### src/rtl/br_pkg.sv
package br_pkg;

  typedef enum logic [3:0] {
    BR_JMP    = 4'd0,
    BR_EQ     = 4'd1,
    BR_NE     = 4'd2,
    BR_SGT    = 4'd3,
    BR_SGE    = 4'd4,
    BR_SLT    = 4'd5,
    BR_SLE    = 4'd6,
    BR_UGT    = 4'd7,
    BR_UGE    = 4'd8,
    BR_ULT    = 4'd9,
    BR_ULE    = 4'd10,
    BR_OV     = 4'd11,
    BR_NOV    = 4'd12,
    BR_LOOP   = 4'd13,
    BR_LOOPZ  = 4'd14,
    BR_LOOPNZ = 4'd15
  } br_cond_e;

  typedef struct packed {
    logic ovf;
    logic sgn;
    logic zro;
    logic cry;
  } br_flags_t;

  function automatic logic br_is_loop(br_cond_e c);
    return (c == BR_LOOP) || (c == BR_LOOPZ) || (c == BR_LOOPNZ);
  endfunction

endpackage

### src/rtl/br_flag_eval.sv
module br_flag_eval
  import br_pkg::*;
(
  input  br_cond_e  sel,
  input  br_flags_t flg,
  output logic      hit
);

  logic sgn_ne_ovf;

  always_comb begin
    sgn_ne_ovf = flg.sgn ^ flg.ovf;
    unique case (sel)
      BR_JMP:  hit = 1'b1;
      BR_EQ:   hit = flg.zro;
      BR_NE:   hit = ~flg.zro;
      BR_SGT:  hit = ~flg.zro & ~sgn_ne_ovf;
      BR_SGE:  hit = ~sgn_ne_ovf;
      BR_SLT:  hit = sgn_ne_ovf;
      BR_SLE:  hit = sgn_ne_ovf | flg.zro;
      BR_UGT:  hit = ~flg.cry & ~flg.zro;
      BR_UGE:  hit = ~flg.cry;
      BR_ULT:  hit = flg.cry;
      BR_ULE:  hit = flg.cry | flg.zro;
      BR_OV:   hit = flg.ovf;
      BR_NOV:  hit = ~flg.ovf;
      default: hit = 1'b0;
    endcase
  end

endmodule

### src/rtl/br_loop_unit.sv
module br_loop_unit
  import br_pkg::*;
#(
  parameter int CTR_W = 32
) (
  input  br_cond_e          sel,
  input  logic              zro,
  input  logic [CTR_W-1:0]  ctr_cur,
  output logic [CTR_W-1:0]  ctr_dec,
  output logic              hit
);

  localparam logic [CTR_W-1:0] ONE = CTR_W'(1);

  logic nonzero;

  always_comb begin
    ctr_dec = ctr_cur - ONE;
    nonzero = |ctr_dec;
    unique case (sel)
      BR_LOOP:   hit = nonzero;
      BR_LOOPZ:  hit = nonzero & zro;
      BR_LOOPNZ: hit = nonzero & ~zro;
      default:   hit = 1'b0;
    endcase
  end

endmodule

### src/rtl/br_out_reg.sv
module br_out_reg #(
  parameter int ADDR_W = 32,
  parameter int CTR_W  = 32
) (
  input  logic              clk,
  input  logic              rst,
  input  logic              d_valid,
  input  logic              d_taken,
  input  logic [ADDR_W-1:0] d_ip,
  input  logic [CTR_W-1:0]  d_ctr,
  input  logic              d_we,
  output logic              q_valid,
  output logic              q_taken,
  output logic [ADDR_W-1:0] q_ip,
  output logic [CTR_W-1:0]  q_ctr,
  output logic              q_we
);

  always_ff @(posedge clk) begin
    if (rst) begin
      q_valid <= 1'b0;
      q_taken <= 1'b0;
      q_ip    <= '0;
      q_ctr   <= '0;
      q_we    <= 1'b0;
    end else begin
      q_valid <= d_valid;
      if (d_valid) begin
        q_taken <= d_taken;
        q_ip    <= d_ip;
        q_ctr   <= d_ctr;
        q_we    <= d_we;
      end
    end
  end

endmodule

### src/rtl/branch_resolver.sv
module branch_resolver
  import br_pkg::*;
#(
  parameter int ADDR_W = 32,
  parameter int CTR_W  = 32
) (
  input  logic              clk,
  input  logic              rst,
  input  logic              in_valid,
  input  logic [3:0]        cond,
  input  logic [3:0]        flags,
  input  logic [CTR_W-1:0]  ctr_in,
  input  logic [ADDR_W-1:0] fall_ip,
  input  logic [ADDR_W-1:0] tgt_ip,
  output logic              out_valid,
  output logic              taken,
  output logic [ADDR_W-1:0] next_ip,
  output logic [CTR_W-1:0]  ctr_out,
  output logic              ctr_we
);

  br_cond_e          sel;
  br_flags_t         flg;
  logic              jmp_hit;
  logic              loop_hit;
  logic              is_loop;
  logic [CTR_W-1:0]  ctr_dec;
  logic              take_c;
  logic [ADDR_W-1:0] ip_c;
  logic [CTR_W-1:0]  ctr_c;

  assign sel = br_cond_e'(cond);
  assign flg = br_flags_t'(flags);

  br_flag_eval u_flag_eval (
    .sel (sel),
    .flg (flg),
    .hit (jmp_hit)
  );

  br_loop_unit #(.CTR_W(CTR_W)) u_loop_unit (
    .sel     (sel),
    .zro     (flg.zro),
    .ctr_cur (ctr_in),
    .ctr_dec (ctr_dec),
    .hit     (loop_hit)
  );

  always_comb begin
    is_loop = br_is_loop(sel);
    take_c  = is_loop ? loop_hit : jmp_hit;
    ip_c    = take_c ? tgt_ip : fall_ip;
    ctr_c   = is_loop ? ctr_dec : ctr_in;
  end

  br_out_reg #(.ADDR_W(ADDR_W), .CTR_W(CTR_W)) u_out_reg (
    .clk     (clk),
    .rst     (rst),
    .d_valid (in_valid),
    .d_taken (take_c),
    .d_ip    (ip_c),
    .d_ctr   (ctr_c),
    .d_we    (is_loop),
    .q_valid (out_valid),
    .q_taken (taken),
    .q_ip    (next_ip),
    .q_ctr   (ctr_out),
    .q_we    (ctr_we)
  );

endmodule

### config.mk
export PLATFORM = sky130hd
export DESIGN_NAME = branch_resolver
export DESIGN_NICKNAME = d
export VERILOG_FILES = /design/src/rtl/br_pkg.sv /design/src/rtl/br_flag_eval.sv /design/src/rtl/br_loop_unit.sv /design/src/rtl/br_out_reg.sv /design/src/rtl/branch_resolver.sv
export SDC_FILE = /design/constraint.sdc
export NUM_CORES = 1
export LEC_CHECK = 0
export ABC_AREA = 1
export BUFFER_PORTS_ARGS = -buffer_cell sky130_fd_sc_hd__buf_2
export CELL_PAD_IN_SITES_DETAIL_PLACEMENT = 0
export CELL_PAD_IN_SITES_GLOBAL_PLACEMENT = 1
export CORE_MARGIN = 1.5
export CORE_UTILIZATION = 29
export CTS_CLUSTER_SIZE = 40
export DETAILED_ROUTE_END_ITERATION = 6
export PLACE_DENSITY = 0.8
export SYNTH_ARGS = -nofsm -noshare
export SYNTH_HDL_FRONTEND = slang
export SYNTH_SLANG_ARGS = --single-unit
### constraint.sdc
create_clock -name clk -period 2.38 [get_ports clk]
set_clock_uncertainty 0.2 [all_clocks]
set_input_delay 0.476 -clock clk [delete_from_list [all_inputs] [get_ports clk]]
set_output_delay 0.476 -clock clk [all_outputs]
set_load 0.005 [all_outputs]
==> reports/metrics.cfg, run 1 <==
[hold_path]
whs_path_depth = 2
hold_class = flip-flop to flip-flop
hp-start = u_out_reg.q_ip[12]$_SDFFE_PP0P_
holdPathEnd = u_out_reg.q_ip[12]$_SDFFE_PP0P_

[final_layout]
diodes = 0
final_area_sq_um = 7015
mostFrequentLayoutCells = nand2_1, buf_2, inv_1, buf_4, nor2_1
layoutNonFillerInstCount = 1215
mostFrequentLayoutCell = nand2_1
layout-drive-gt1-share = 0.3822
fillers = 1575
area_delta_synth_final_pct = 58.75
nets = 1136

[sta]
maxSlewHeadroom = 0.6778
final_hold_viol_count = 0
finalMaxSlewViolations = 0
max_freq_mhz = 410.8
fin_crit_ns = 2.434
rsz0062_at_grt = yes
worst_slack_ns = -0.05446
finalSetupViolCount = 29
tightest_slew_ns = 0.4833
min_period_over_period = 1.023

[grt]
antenna_found_initial = 0
grt-ovfl-total = 0
grt_max_degree = 44
grt_util_all_layers = 0.2144
grt_pass1_wl_microns = 27210
grt_pass1_vias = 5438

[worst_setup_path]
worstPathRequired_ns = 2.45
r2r-start = u_out_reg.q_ctr[22]$_SDFFE_PP0P_
rr_endpoint = u_out_reg.q_ctr[22]$_SDFFE_PP0P_
worstPathArrival_ns = 2.51
r2r_setup_slack_ns = 1.38
critPathLaunch = ctr_in[12]
cp-end-kind = flip-flop
crit_type = primary input to flip-flop
start_kind = primary input
worst-path-max-fanout = 5
reg2regPathDepth = 2

[power_and_ir_drop]
sw_frac_of_total = 0.3230
p_sw_uw = 1126
seqPwrFrac = 0.359
power_leakage_uw = 0.003735
p_comb_frac = 0.280
power_density_nw_per_um2 = 496.8
finalPower_uw = 3486
ir_drop_mv = 0.2995
pwr-share-clk = 0.361
power.internal_uw = 2360

[yosys]
ys_types = 29
syn_nets = 859
syn_area_per_cell_sq_um = 5.892
synth_top_family_by_area = simple AND/OR/NAND/NOR gates
yosysSeqAreaShare = 0.3035
synthSimpleGateAreaFrac = 0.4185
synth_area_leaders = dfxtp_1, nand2_1, inv_1, nand3_1, nor2_1
syn_inst = 750
yosysWarnings = 0
synth_top_area_cell = dfxtp_1
ys_seq_elements = 67
synth_compound_area_frac = 0.1240
synth_fa_ha_area_frac = 0.005663
synthMuxAreaShare = 0
syn_area_sq_um = 4419
yosys.area_share.xor_xnor = 0.009909
yosys.area.top_type_share = 0.3035

[place]
gp_congestion = 0.8504
dp_cells = 1185
dp_hpwl_microns = 12020
postPlaceCellArea_sq_um = 6256
numPortBuffers = 173

[drt]
dr.first_iter.drc_count = 283
detail-route-antenna-nets = 0
routedWlPerCell_microns = 13.77
vias = 5716
routed_via_density = 4.705
route.detailed.drc = 0
routed_wl_microns = 16730
first_pass_iters = 5

[clock_network]
cts_tree = built
clk_pin_slew_worst_paths_ns = 0.06
h-tree-depth = 3
clk_latency_ns = 0.35
cts_root_buf = clkbuf_16
clockBufferDepth = 2
holdBufCountCts = 0
cts_made_buffers = 9
cts.sinks = 67

[floorplanning]
initial_core_util = 0.3006
ioPinCount = 174
placementRows = 44
die_h_microns = 126.4
die_area_sq_um = 15990
core_sq_um = 14700
die_w_microns = 126.4

[run_status]
run_status = finished, violations left
violations = negative setup slack

[flow_run]
drv_cap = 0

-- layer usage --
metal  GRT usage  part of all wire
met5           0                 0
met4     0.05950             0.014
met2      0.3600              0.47
met1      0.2807              0.46
met3     0.04133             0.053
-- worst max path at each step --
stage,endpoint,slack (ns),depth (start not counted)
after floorplan,u_out_reg.q_taken$_SDFFE_PP0P_,0.01,18
after global placement,u_out_reg.q_ip[14]$_SDFFE_PP0P_,-0.56,19
after detailed placement,u_out_reg.q_ip[6]$_SDFFE_PP0P_,-0.62,19
after CTS,u_out_reg.q_ip[14]$_SDFFE_PP0P_,-0.06,20
after global routing,u_out_reg.q_ip[23]$_SDFFE_PP0P_,-0.21,20
final,u_out_reg.q_ip[14]$_SDFFE_PP0P_,-0.05,20
-- Yosys cell counts, drive strengths merged --
cell type and instances:
ha 2, o21ai 16, nand3b 3, xnor2 1
nand2 214, xor2 4, o221ai 3, o211ai 4
dfxtp 67, a221oi 19, nor3 1, nor2 123
a21oi 36, o2111ai 1, a31oi 9, nand4 4
buf 9, clkinv 2, clkbuf 22, inv 122
nand3 88
-- power groups by stage --
stage / sequential (uW) / clock [uW] / combinational [uW]
after floorplan: 1280 / 0 / 411
after global placement: 1270 / 0 / 852
after detailed placement: 1270 / 0 / 852
after CTS: 1250 / 1300 / 958
after global routing: 1260 / 1350 / 1080
final: 1250 / 1260 / 976
-- layout make-up --
cell class	instances	area, sq um	share of cell area
flip-flops and latches	67	1341	0.1912
multi-input cells	533	2828	0.4031
well taps	184	230.2	0.03282
clock buffers	9	225.2	0.03210
clock inverters	6	42.54	0.006064
repair buffers	292	1879	0.2679
inverters	124	469.2	0.06688
-- flip-flops by register name (all words and copies together) (netlist names) --
signal / cells
u_out_reg.q_ctr: 32
u_out_reg.q_ip: 32
u_out_reg.q_taken: 1
u_out_reg.q_valid: 1
u_out_reg.q_we: 1
-- cell families after synthesis --
logic type / count (synthesis)
compound gates: 88
xor+xnor: 5
fa+ha+maj: 2
buf+inv: 155
flops: 67
simple gates: 433
-- repair_timing --
item | 4_1_cts | 5_1_grt
resized for setup | 56 | 27
pin swaps | 44 | 9
cloned | 7 | 0
setup endpoints to repair | 33 | 33
setup buffers | 7 | 1
-- worst max-delay path, stage by stage --
cell and delay [ns]:
buf_2 0.14, nor2_2 0.14, buf_4 0.12, nand2_1 0.07, nor2_2 0.15, nand2_2 0.10
nand2_1 0.08, nand2_1 0.06, inv_1 0.07, nand2_1 0.07, nor2_1 0.09, nand2_1 0.07
nor2_2 0.11, nand3_2 0.10, nand2_4 0.12, buf_12 0.15, nand2_8 0.07, nand2_2 0.08
nand3_2 0.08, a21oi_2 0.15
-- metrics by stage --
step	hold WS (ns)	utilization	setup slack [ns]	TNS, ns
finish	0.2578	0.4773	-0.05446	-0.8224
global route	0.2705	0.4773	-0.2129	-5.772
CTS	0.2502	0.4700	-0.05517	-1.029
detailed placement	0.2531	0.4256	-0.6209	-19.45
global placement	0.2502	0.4256	-0.5630	-17.46
floorplan	0.2618	-	0.01047	0
(Power assumes the default switching activity.)
==> run 2, diff against run 1 <==
--- a/config.mk
+++ b/config.mk
@@ -10,10 +10,10 @@
 export CELL_PAD_IN_SITES_DETAIL_PLACEMENT = 0
 export CELL_PAD_IN_SITES_GLOBAL_PLACEMENT = 1
 export CORE_MARGIN = 1.5
-export CORE_UTILIZATION = 29
-export CTS_CLUSTER_SIZE = 40
+export CORE_UTILIZATION = 32
 export DETAILED_ROUTE_END_ITERATION = 6
-export PLACE_DENSITY = 0.8
+export PLACE_DENSITY = 0.83
+export SLEW_MARGIN = 10
 export SYNTH_ARGS = -nofsm -noshare
 export SYNTH_HDL_FRONTEND = slang
 export SYNTH_SLANG_ARGS = --single-unit
==> constraint.sdc (replaced) <==
create_clock -name clk -period 2.7 [get_ports clk]
set_clock_uncertainty 0.2 [all_clocks]
set_input_delay 0.54 -clock clk [delete_from_list [all_inputs] [get_ports clk]]
set_output_delay 0.54 -clock clk [all_outputs]
set_load 0.005 [all_outputs]
==> run 2 against run 1 <==
Register-to-register slack gained 0.28 ns. The run now ends clean. Non-clock buffer count shrank 17. Hold slack gained 0.0030 ns. Core utilization grew 2.4 points. Final area shrank 4.6%. Critical path depth shrank 2. First-iteration DRC count grew 29%. Global-route usage shrank 0.081 points. Final cell count shrank 2.1%.
==> reports/metrics.cfg, run 2 (synthesized netlist as in run 1, its figures left out) <==
[floorplanning]
placementRows = 42
die_area_sq_um = 14520
initial_core_util = 0.3311
core_sq_um = 13350
die_h_microns = 120.5
ioPinCount = 174
die_w_microns = 120.5

[power_and_ir_drop]
pwr-share-clk = 0.391
power_density_nw_per_um2 = 461.3
power.internal_uw = 2136
p_comb_frac = 0.252
p_sw_uw = 952.1
sw_frac_of_total = 0.3083
power_leakage_uw = 0.003609
ir_drop_mv = 0.2683
seqPwrFrac = 0.357

[sta]
fin_crit_ns = 2.549
final_hold_viol_count = 0
maxSlewHeadroom = 0.5000
min_period_over_period = 0.9439
finalSetupViolCount = 0
worst_slack_ns = 0.1514
finalMaxSlewViolations = 0
max_freq_mhz = 392.4
tightest_slew_ns = 0.7500

[worst_setup_path]
crit_family = simple AND/OR/NAND/NOR gates
worstPathArrival_ns = 2.55
path_buf_inv = 4
crit_type = primary input to flip-flop
slowest_stage = nor2_4
cp-end-kind = flip-flop
worst-path-max-fanout = 8
worstPathRequired_ns = 2.70
slowest_delay_ns = 0.21
crit_chain = buf_2 > buf_4 > nor2_2 > nand2_2 > nor2_4 > buf_6 > nand3_1 > nand2_1 > nand2_1 > nor2_1 > nand2_1 > nor2_2 > nand3_4 > nand2_8 > buf_8 > nand3_1 > nand3_1 > a21oi_1
start_kind = primary input

[clock_network]
cts_root_buf = clkbuf_16
h-tree-depth = 3
cts.sinks = 67
holdBufCountCts = 0
cts_tree = built
clk_latency_ns = 0.34
cts_made_buffers = 9
clockBufferDepth = 2
clk_pin_slew_worst_paths_ns = 0.06

[run_status]
run_status = finished, final reports clean

[final_layout]
fillers = 1427
layoutNonFillerInstCount = 1190
multi_input_area_sq_um = 2644
layout-drive-gt1-share = 0.3373
mostFrequentLayoutCells = nand2_1, buf_2, inv_1, nor2_1, buf_4
area_delta_synth_final_pct = 51.50
reg_top3 = u_out_reg.q_ctr x32, u_out_reg.q_ip x32
diodes = 0
nets = 1118
regArea_sq_um = 1341
mostFrequentLayoutCell = nand2_1

[grt]
grt-ovfl-total = 0
grt_pass1_wl_microns = 24450
grt_max_degree = 37
grt_util_all_layers = 0.2136
grt_pass1_vias = 4889
antenna_found_initial = 0

[drt]
vias = 5561
routedWlPerCell_microns = 13.70
detail-route-antenna-nets = 0
dr.first_iter.drc_count = 364
routed_via_density = 4.673
first_pass_iters = 5
route.detailed.drc = 0
routed_wl_microns = 16300

[hold_path]
hold_class = flip-flop to flip-flop

[place]
pre_cts_slack_ns = -0.3765
numPortBuffers = 173
gp_congestion = 0.9234
dp_hpwl_microns = 12010
dp_cells = 1165

[flow_run]
drv_cap = 0

## run 2: cell count changes in the layout (fill, tap and decap cells not counted), moves of 6 or more
cell and change:
nand2_1 +11, a21oi_2 -6, nand3_1 +14, buf_4 -16
a21oi_1 +6, nand3_2 -15, nand2_2 -9
## run 2: power groups by stage
stage / registers, uW / clock network [uW] / logic [uW]
floorplan: 1130 / 0 / 359
global placement: 1120 / 0 / 722
CTS: 1100 / 1230 / 730
detailed placement: 1120 / 0 / 721
finish: 1100 / 1210 / 779
global route: 1110 / 1270 / 866
## run 2: layout make-up
cell class              count  area share
repair buffers            275      0.2573
inverters                 124     0.06952
clock inverters             7     0.01140
multi-input cells         532      0.3949
flip-flops and latches     67      0.2003
well taps                 176     0.03289
clock buffers               9     0.03364
## run 2: worst paths after layout
path                                   start                               to  slack (ns)  depth (start not counted)
min reg2reg  u_out_reg.q_ip[11]$_SDFFE_PP0P_  u_out_reg.q_ip[11]$_SDFFE_PP0P_        0.26                          2
max                                ctr_in[5]  u_out_reg.q_ip[31]$_SDFFE_PP0P_        0.15                         18
max reg2reg  u_out_reg.q_ctr[5]$_SDFFE_PP0P_  u_out_reg.q_ctr[5]$_SDFFE_PP0P_        1.66                          2
min          u_out_reg.q_ip[11]$_SDFFE_PP0P_  u_out_reg.q_ip[11]$_SDFFE_PP0P_        0.26                          2
## run 2: stage by stage
step / area, sq um / TNS [ns] / hold WS, ns / power [uW] / util
2_1_floorplan: 4419 / 0 / 0.2618 / 1488 / -
3_3_place_gp: 6127 / -10.30 / 0.2494 / 1843 / 0.4590
3_5_place_dp: 6127 / -11.56 / 0.2522 / 1842 / 0.4590
4_1_cts: 6437 / 0 / 0.2619 / 3065 / 0.4823
5_1_grt: 6695 / -0.008662 / 0.2754 / 3250 / 0.5016
6_report: 6695 / 0 / 0.2607 / 3088 / 0.5016
## run 2: repair_timing
action / CTS / global route
cloned: 0 / 7
pin swaps: 0 / 6
setup buffers: 0 / 2
setup endpoints to repair: 11 / 33
gates resized for setup: 1 / 37
## run 2: worst register-to-register path, delay by kind of cell, from the launching register on
kind             cells  cell delay [ns]
flip-flops           1             0.31
AO/OA/AOI/OAI        1             0.35
AND/OR/NAND/NOR      1             0.07
## run 2: metal layers
metal	global-route usage	share of wire
met1	0.2858	0.47
met2	0.3374	0.45
met3	0.03585	0.054
met4	0.09485	0.021
met5	0	0
==> run 3, diff against run 2 <==
--- a/config.mk
+++ b/config.mk
@@ -12,7 +12,7 @@
 export CORE_MARGIN = 1.5
 export CORE_UTILIZATION = 32
 export DETAILED_ROUTE_END_ITERATION = 6
-export PLACE_DENSITY = 0.83
+export PLACE_DENSITY_LB_ADDON = 0.15
 export SLEW_MARGIN = 10
 export SYNTH_ARGS = -nofsm -noshare
 export SYNTH_HDL_FRONTEND = slang
==> run 3 against run 2 <==
Clock-buffer cell count increased by 1. Final cell count decreased by 0.42%. Combinational power increased by 2%. Global-route usage rose by 1.4 points. Critical path depth did not move. Hold slack about the same. Flip-flop and latch count unchanged. Wire length rose by 4.0%. Total power is 3.2% lower. Sequential power about the same. Critical path type unchanged. Critical endpoint is now u_out_reg.q_ip[3]$_SDFFE_PP0P_. Largest cell class unchanged. Largest power group is now sequential cells. Highest routed layer unchanged.
==> reports/metrics.cfg, run 3 (synthesized netlist as in run 1, its figures left out) <==
[worst_setup_path]
reg2regPathDepth = 2
r2r_setup_slack_ns = 1.71
crit_type = primary input to flip-flop
slowest_stage = nor2_4
start_kind = primary input
worstPathArrival_ns = 2.63
r2r-start = u_out_reg.q_ctr[11]$_SDFFE_PP0P_
worst-path-max-fanout = 9
worstPathRequired_ns = 2.71
cp-end-kind = flip-flop
crit_chain = buf_2 > buf_4 > nor2_4 > nand2_8 > nor2_4 > nand2_2 > o21ai_1 > nand2_1 > nor2_1 > nand2_1 > nor2_2 > nand3_2 > nand2_4 > buf_12 > clkbuf_16 > nand3_1 > nand3_1 > a21oi_1
slowest_delay_ns = 0.18
rr_endpoint = u_out_reg.q_ctr[11]$_SDFFE_PP0P_

[grt]
grt_pass1_wl_microns = 26360
antenna_found_initial = 1
grt-ovfl-total = 0
grt_pass1_vias = 5385
grt_max_degree = 46
grt_util_all_layers = 0.2281

[final_layout]
area_delta_synth_final_pct = 52.12
fillers = 1443
final_area_sq_um = 6723
mostFrequentLayoutCells = nand2_1, buf_2, inv_1, nor2_1, buf_4
mostFrequentLayoutCell = nand2_1
layout-drive-gt1-share = 0.3598
reg_top3 = u_out_reg.q_ctr x32, u_out_reg.q_ip x32
nets = 1114
diodes = 0

[drt]
route.detailed.drc = 0
dr.first_iter.drc_count = 372
first_pass_iters = 5
vias = 5624
routedWlPerCell_microns = 14.30
detail-route-antenna-nets = 0
routed_via_density = 4.746
routed_wl_microns = 16950

[sta]
hold_ws_ns = 0.2610
max_freq_mhz = 381.4
fin_crit_ns = 2.622
final_hold_viol_count = 0
tightest_slew_ns = 0.6617
finalMaxSlewViolations = 0
min_period_over_period = 0.9712
finalSetupViolCount = 0
maxSlewHeadroom = 0.5562
final.setup.tns_ns = 0

[floorplanning]
ioPinCount = 174
initial_core_util = 0.3311
placementRows = 42
die_w_microns = 120.5
die_h_microns = 120.5
die_area_sq_um = 14520
core_sq_um = 13350

[hold_path]
holdPathEnd = u_out_reg.q_ip[21]$_SDFFE_PP0P_
whs_path_depth = 2
hold_class = flip-flop to flip-flop
hp-start = u_out_reg.q_ip[21]$_SDFFE_PP0P_

[clock_network]
cts.sinks = 67
clockBufferDepth = 2
cts_made_buffers = 9
cts_tree = built
cts_root_buf = clkbuf_16
clk_pin_slew_worst_paths_ns = 0.06
clk_latency_ns = 0.34
h-tree-depth = 3
holdBufCountCts = 0

[place]
gp_congestion = 0.9233
dp_hpwl_microns = 12290
postPlaceCellArea_sq_um = 6075
numPortBuffers = 173

[power_and_ir_drop]
power_density_nw_per_um2 = 444.5
power_leakage_uw = 0.003619
ir_drop_mv = 0.2421

[run_status]
run_status = finished, final reports clean

[flow_run]
drv_cap = 0

run 3: metal layers:
metal | up-vias | part of all wire | GRT usage
met1 | 2568 | 0.48 | 0.3077
met5 | - | 0 | 0
met2 | 153 | 0.45 | 0.3587
li1 | 2880 | - | -
met3 | 23 | 0.053 | 0.04340
met4 | 0 | 0.019 | 0.08971
run 3: layout make-up:
class / instances / area [sq um] / share of cell area
Multi-Input combinational cell: 531 / 2764 / 0.4111
Clock buffer: 10 / 229.0 / 0.03406
Tap cell: 176 / 220.2 / 0.03276
Clock inverter: 5 / 31.28 / 0.004653
Sequential cell: 67 / 1341 / 0.1995
Inverter: 124 / 465.4 / 0.06923
Timing Repair Buffer: 272 / 1672 / 0.2487
run 3: timing repair:
item	in CTS	in global routing
setup endpoints to repair	33	33
setup buffers	1	5
hold endpoints to repair	0	0
pin swaps	2	17
resized for setup	9	64
gates cloned	1	3
run 3: worst max-delay path, delay by kind of cell:
family	cells	cell delay, ns
AND/OR/NAND/NOR	12	1.32
buffers and inverters	4	0.55
AO/OA/AOI/OAI	2	0.22
run 3: power by group:
| part | switching [uW] | internal, uW | total (uW) |
|---|---|---|---|
| Sequential | 39.5 | 1060 | 1100 |
| Clock | 479 | 614 | 1090 |
| Combinational | 444 | 347 | 791 |
run 3: stage by stage:
stage | cells | utilization | total power (uW) | setup slack [ns]
after floorplan | 750 | - | 1488 | 0.1239
after global placement | 1160 | 0.4551 | 1824 | -0.4900
after detailed placement | 1160 | 0.4551 | 1836 | -0.5253
after CTS | 1177 | 0.4791 | 2957 | 0.004860
after global routing | 1185 | 0.5037 | 3159 | -0.02535
final | 1185 | 0.5037 | 2988 | 0.07779
run 3: worst max path at each step:
stage,start,endpoint,slack (ns),cells after the start
finish,ctr_in[1],u_out_reg.q_ip[3]$_SDFFE_PP0P_,0.08,18
global placement,ctr_in[0],u_out_reg.q_ip[17]$_SDFFE_PP0P_,-0.49,19
CTS,ctr_in[0],u_out_reg.q_ip[7]$_SDFFE_PP0P_,0.005,19
detailed placement,ctr_in[0],u_out_reg.q_ip[5]$_SDFFE_PP0P_,-0.53,19
floorplan,ctr_in[0],u_out_reg.q_ip[0]$_SDFFE_PP0P_,0.12,18
global route,ctr_in[1],u_out_reg.q_ip[3]$_SDFFE_PP0P_,-0.03,19
